**config.mk**
```make
export PLATFORM = sky130hd
export DESIGN_NAME = txsync_multilink_ctrl
export DESIGN_NICKNAME = d
export VERILOG_FILES = /design/src/rtl/txsync_pkg.sv /design/src/rtl/txsync_bit_sync.sv /design/src/rtl/txsync_regs.sv /design/src/rtl/txsync_fsm.sv /design/src/rtl/txsync_multilink_ctrl.sv
export SDC_FILE = /design/constraint.sdc
export NUM_CORES = 1
export LEC_CHECK = 0
export ABC_AREA = 1
export BUFFER_PORTS_ARGS = -buffer_cell sky130_fd_sc_hd__buf_2
export CAP_MARGIN = 20
export CORE_MARGIN = 4
export CORE_UTILIZATION = 40
export CTS_BUF_LIST = sky130_fd_sc_hd__clkbuf_4 sky130_fd_sc_hd__clkbuf_8 sky130_fd_sc_hd__clkbuf_16
export CTS_CLUSTER_SIZE = 10
export DETAILED_ROUTE_END_ITERATION = 8
export GPL_ROUTABILITY_DRIVEN = 1
export GPL_TIMING_DRIVEN = 0
export PLACE_DENSITY = 0.9
export SLEW_MARGIN = 20
export SYNTH_ARGS = -nofsm -noshare
export SYNTH_HDL_FRONTEND = slang
export SYNTH_SLANG_ARGS = --single-unit
```
**constraint.sdc**
```tcl
create_clock -name clk -period 1.4 [get_ports clk]
set_input_delay 0.21 -clock clk [delete_from_list [all_inputs] [get_ports clk]]
set_output_delay 0.21 -clock clk [all_outputs]
set_load 0.05 [all_outputs]
```
**src/rtl/txsync_pkg.sv**
```systemverilog
package txsync_pkg;

    typedef enum logic [1:0] {
        ST_CGS  = 2'd0,
        ST_ILA  = 2'd1,
        ST_DATA = 2'd2
    } link_state_t;

    localparam int REG_DW = 32;

    localparam logic [11:0] REG_LINK_DIS  = 12'h081;
    localparam logic [11:0] REG_SYNC_STAT = 12'h0C0;

    typedef struct packed {
        logic [REG_DW-1:0] dis;
        logic [REG_DW-1:0] lvl;
    } link_view_t;

    // High when any link that is not disabled sees SYNC low.
    function automatic logic any_enabled_low(link_view_t v, int n);
        logic r;
        r = 1'b0;
        for (int i = 0; i < n; i++) begin
            if (!v.dis[i] && !v.lvl[i]) r = 1'b1;
        end
        return r;
    endfunction

endpackage

```
**src/rtl/txsync_bit_sync.sv**
```systemverilog
module txsync_bit_sync (
    input  logic clk,
    input  logic rst,
    input  logic d_async,
    output logic q_sync
);
    logic stage1;

    always_ff @(posedge clk) begin
        if (rst) begin
            stage1 <= 1'b0;
            q_sync <= 1'b0;
        end else begin
            stage1 <= d_async;
            q_sync <= stage1;
        end
    end
endmodule

```
**src/rtl/txsync_regs.sv**
```systemverilog
module txsync_regs #(
    parameter int NUM_LINKS = 4,
    parameter int ADDR_W    = 12
) (
    input  logic                 clk,
    input  logic                 rst,
    input  logic                 wr_en,
    input  logic [ADDR_W-1:0]    addr,
    input  logic [31:0]          wdata,
    input  logic [NUM_LINKS-1:0] sync_lvl,
    output logic [NUM_LINKS-1:0] link_dis,
    output logic [31:0]          rdata
);
    import txsync_pkg::*;

    localparam logic [ADDR_W-1:0] A_DIS  = ADDR_W'(REG_LINK_DIS);
    localparam logic [ADDR_W-1:0] A_STAT = ADDR_W'(REG_SYNC_STAT);

    always_ff @(posedge clk) begin
        if (rst) begin
            link_dis <= '0;
        end else if (wr_en && addr == A_DIS) begin
            link_dis <= wdata[NUM_LINKS-1:0];
        end
    end

    always_comb begin
        rdata = '0;
        if (addr == A_DIS)       rdata[NUM_LINKS-1:0] = link_dis;
        else if (addr == A_STAT) rdata[NUM_LINKS-1:0] = sync_lvl;
    end

    a_r10_write_lands: assert property (@(posedge clk) disable iff (rst)
        (wr_en && addr == A_DIS) |=> (link_dis == $past(wdata[NUM_LINKS-1:0])));
endmodule

```
**src/rtl/txsync_fsm.sv**
```systemverilog
module txsync_fsm #(
    parameter int ILA_MF    = 4,
    parameter int MF_CYCLES = 8
) (
    input  logic                   clk,
    input  logic                   rst,
    input  logic                   en,
    input  logic                   req,
    output txsync_pkg::link_state_t state
);
    import txsync_pkg::*;

    localparam int ILA_LEN = ILA_MF * MF_CYCLES;
    localparam int CNT_W   = (ILA_LEN > 1) ? $clog2(ILA_LEN) : 1;
    localparam logic [CNT_W-1:0] CNT_LAST = CNT_W'(ILA_LEN - 1);

    logic [CNT_W-1:0] ila_cnt;

    always_ff @(posedge clk) begin
        if (rst || !en) begin
            state   <= ST_CGS;
            ila_cnt <= '0;
        end else begin
            unique case (state)
                ST_CGS: begin
                    ila_cnt <= '0;
                    if (!req) state <= ST_ILA;
                end
                ST_ILA: begin
                    if (req) begin
                        state   <= ST_CGS;
                        ila_cnt <= '0;
                    end else if (ila_cnt == CNT_LAST) begin
                        state   <= ST_DATA;
                        ila_cnt <= '0;
                    end else begin
                        ila_cnt <= ila_cnt + 1'b1;
                    end
                end
                ST_DATA: begin
                    if (req) state <= ST_CGS;
                end
                default: state <= ST_CGS;
            endcase
        end
    end

    a_r5_hold_cgs: assert property (@(posedge clk) disable iff (rst)
        (state == ST_CGS && req) |=> (state == ST_CGS));
    a_r7_fall_back: assert property (@(posedge clk) disable iff (rst)
        (state != ST_CGS && req) |=> (state == ST_CGS));
    a_r9_enable_hold: assert property (@(posedge clk) disable iff (rst)
        (!en) |=> (state == ST_CGS));
    a_r6_data_via_ila: assert property (@(posedge clk) disable iff (rst)
        (state == ST_DATA && $past(state) != ST_DATA) |-> ($past(state) == ST_ILA));
endmodule

```
**src/rtl/txsync_multilink_ctrl.sv**
```systemverilog
module txsync_multilink_ctrl #(
    parameter int NUM_LINKS = 4,
    parameter int ADDR_W    = 12,
    parameter int ILA_MF    = 4,
    parameter int MF_CYCLES = 8
) (
    input  logic                 clk,
    input  logic                 rst,
    input  logic                 en,
    input  logic [NUM_LINKS-1:0] sync_n_in,
    input  logic                 reg_wr_en,
    input  logic [ADDR_W-1:0]    reg_addr,
    input  logic [31:0]          reg_wdata,
    output logic [31:0]          reg_rdata,
    output logic                 sync_req,
    output logic [1:0]           link_state
);
    import txsync_pkg::*;

    logic [NUM_LINKS-1:0] sync_lvl;
    logic [NUM_LINKS-1:0] link_dis;
    link_view_t           view;
    link_state_t          st;

    for (genvar g = 0; g < NUM_LINKS; g++) begin : g_sync
        txsync_bit_sync u_bs (
            .clk     (clk),
            .rst     (rst),
            .d_async (sync_n_in[g]),
            .q_sync  (sync_lvl[g])
        );
    end

    txsync_regs #(.NUM_LINKS(NUM_LINKS), .ADDR_W(ADDR_W)) u_regs (
        .clk      (clk),
        .rst      (rst),
        .wr_en    (reg_wr_en),
        .addr     (reg_addr),
        .wdata    (reg_wdata),
        .sync_lvl (sync_lvl),
        .link_dis (link_dis),
        .rdata    (reg_rdata)
    );

    always_comb begin
        view = '0;
        view.dis[NUM_LINKS-1:0] = link_dis;
        view.lvl[NUM_LINKS-1:0] = sync_lvl;
        sync_req = any_enabled_low(view, NUM_LINKS);
    end

    txsync_fsm #(.ILA_MF(ILA_MF), .MF_CYCLES(MF_CYCLES)) u_fsm (
        .clk   (clk),
        .rst   (rst),
        .en    (en),
        .req   (sync_req),
        .state (st)
    );

    assign link_state = st;

    a_r8_all_disabled: assert property (@(posedge clk) disable iff (rst)
        (&link_dis) |-> !sync_req);
    a_r4_masked_ignored: assert property (@(posedge clk) disable iff (rst)
        ((sync_lvl | link_dis) == {NUM_LINKS{1'b1}}) |-> !sync_req);
endmodule

```
==> metrics.yaml <==
grt.busiest_layer: "met2"
yosys.cell_types.count: 19
first_pass_iters: 4
synth_seq_cells: 19
p_seq_frac: 0.482
crit_end: "reg_rdata[3]"
cts.reportedPaths.clkPinSlew_ps: 100
maxSlewViolCount: 0
final_cell_count_no_fill: 264
worstPathArrival_ps: 1180
wl_per_cell_um: 9.765
track_usage: 0.1235
numCtsBuffers: 3
ant_nets: 0
pwr-share-clk: 0.242
postSynthAreaPerCell_um2: 6.951
power.density_nw_per_um2: 716.5
worst_r2r_path_depth: 8
grt_pass1_vias: 985
cts_tree: "yes"
grt_max_degree: 12
fin_crit_ps: 1392
place.gp.congestion: 0.7931
ys_seq_area_frac: 0.3200
cts.sinks: 19
vias_per_cell: 4.125
cts_root_buffer: "clkbuf_4"
slowest_delay_ps: 230
holdWs_ps: 105.0
p_comb_frac: 0.276
hpwlAfterDp_mm: 1.969
clockBufferDepth: 2
core_um2: 2805
die_area_um2: 3908
yosysTopAreaCellShare: 0.3200
crit_chain: "buf_2, nor2_2, nand2_2, nor2_8, nand2_2, o22ai_1, buf_4"
grt_pass1_wl_mm: 3.967
area_delta_synth_final_pct: 34.21
row_count: 19
hp-class: "in -> reg"
p_int_mw: 0.7465
cp-start-kind: "input pin"
final_nets: 289
die_x_um: 62.51
p_sw_mw: 0.3965
rrSetupSlack_ps: 50
yosysTopAreaCell: "dfxtp_1"
critPathMostFrequentCell: "nand2_2"
path_class: "in -> out"
synth_edf_count: 0
ios: 87
routed_wl_mm: 2.578
syn_inst: 171
finalSetupViolCount: 0
start_util: 0.4237
p_sw_frac: 0.3469
antennaDiodeCount: 0
ys_warn_count: 0
drt_iter0_drc: 15
worstPathMaxFanout: 4
drive_gt1_frac: 0.3777
rsz0062_at_grt: "yes"
crit_buf_inv: 2
drc_errors: 0
async_flop_share: 0
cp-end-kind: "output port"
post-synth-top-count-cell: "inv_1"
synthTopCellsByArea: "dfxtp_1 (32%), buf_4 (18%), inv_1 (10%), nand2_1 (9.5%), nor2_1 (9.2%)"
r2r-end: "u_fsm.state[1]"
status: "completed"
drv_cap: 0
max_freq_ghz: 0.7186
htreeDepth: 1
cp-startpoint: "reg_addr[9]"
synth-main-ff-cell: "dfxtp_1"
grt_util_met3: 0.03237
cpLargestDelayFamily: "simple AND/OR/NAND/NOR gates"
use_met1: 0.1346
cp_data_required_time_ps: 1190
vias: 1089
syn_area_um2: 1189
period_share: 0.9940
placed_cells: 258
clk_latency_ps: 300
power_leakage_nw: 0.8499
slowest_stage: "buf_4"
die_h_um: 62.51
r2r_start: "u_fsm.ila_cnt[0]"
grtUsageMet2: 0.2290
ir_drop_mv: 0.5836
antenna_found_initial: 0
cp.depth: 7
fin_setup_tns_ps: 0
hold_viol: 0
overflow: 0
io_buffers: 29
synthTopCellsByCount: "inv_1 (32), nand2_1 (30), nor2_1 (29)"
finClkSkew_ps: 4.100
area by class of cell:
cell class	instances	area, um^2
Buffer	29	215.2
Clock buffer	3	22.52
Clock inverter	1	5.005
Fill cell	276	1210
Inverter	32	120.1
Multi-Input combinational cell	118	624.3
Sequential cell	19	389.1
Tap cell	31	38.79
Timing Repair Buffer	31	180.2
per-stage QoR:
| step | util | worst slack [ps] | cell area [um^2] | power, mW |
|---|---|---|---|---|
| after floorplan | - | -255.6 | 1290 | 0.8319 |
| after CTS | 0.5473 | 7.472 | 1535 | 1.138 |
| after detailed placement | 0.5254 | -109.6 | 1474 | 0.8733 |
| after global placement | 0.5254 | -77.61 | 1474 | 0.8701 |
| after global routing | 0.5687 | -48.07 | 1595 | 1.187 |
| final | 0.5687 | 8.427 | 1595 | 1.143 |
placed cells by master (no fill, tap or decap), types with 2 or more instances in the layout:
cell type / synthesis / final
nand2_1: 30 / 27
conb_1: 1 / 28
nand3_1: 2 / 2
o22ai_1: 4 / 2
nor2_1: 29 / 26
a21oi_1: 5 / 4
buf_6: 0 / 2
inv_1: 32 / 32
dfxtp_4: 0 / 2
buf_4: 28 / 33
nand4_1: 5 / 5
nor2_4: 2 / 3
nand2_2: 3 / 6
nor2_2: 0 / 2
clkbuf_4: 0 / 3
ha_2: 0 / 2
o22ai_2: 0 / 2
nand3_4: 2 / 2
dfxtp_1: 19 / 16
buf_2: 1 / 25
cells by family (layout without fill, tap and decap cells):
kind of cell	Yosys count	in the layout	synth area share
fa+ha+maj	3	3	0.03158
compound gates	12	12	0.05473
buf+inv	61	96	0.2821
other cells	1	28	0.003155
flops	19	19	0.3200
simple gates	75	75	0.3084
power groups by stage:
stage | logic [mW] | registers [mW] | clock network (mW)
after CTS | 0.307 | 0.555 | 0.276
after detailed placement | 0.306 | 0.567 | 0
after global placement | 0.303 | 0.567 | 0
final | 0.316 | 0.551 | 0.276
after floorplan | 0.266 | 0.566 | 0
after global routing | 0.337 | 0.553 | 0.297
registers in the layout, indices dropped and copies added (netlist names):
name,count
u_regs.link_dis,4
g_sync.u_bs.stage1,4
g_sync.u_bs.q_sync,4
u_fsm.ila_cnt,5
u_fsm.state,2
routing by layer:
layer	part of all wire	wire length, um
met5	0	0
met4	0.022	58
met3	0.067	174
met2	0.55	1426
met1	0.36	919
worst reg2reg max path, delay by kind of cell (launching register included):
kind | cells | cell delay (ps)
AOI/OAI and AO/OA | 2 | 240
adders and majority gates | 2 | 340
buffers and inverters | 1 | 60
DFF | 1 | 380
and+or+nand+nor | 3 | 280
what timing repair did:
item / CTS / global route
resized for setup: 9 / 18
hold buffers: 0 / 0
pin swaps: 2 / 4
buffers inserted: 2 / 0
setup endpoints to repair: 7 / 7
how the worst min path moves through the flow:
stage	endpoint	depth (start not counted)	from
after floorplan	g_sync[0].u_bs.stage1	2	sync_n_in[0]
after global placement	g_sync[3].u_bs.q_sync	2	g_sync[3].u_bs.stage1
after detailed placement	g_sync[0].u_bs.q_sync	2	g_sync[0].u_bs.stage1
after CTS	g_sync[2].u_bs.stage1	3	sync_n_in[2]
after global routing	g_sync[0].u_bs.stage1	3	sync_n_in[0]
final	g_sync[2].u_bs.stage1	3	sync_n_in[2]
No activity file was read; power rests on OpenSTA's default activity.
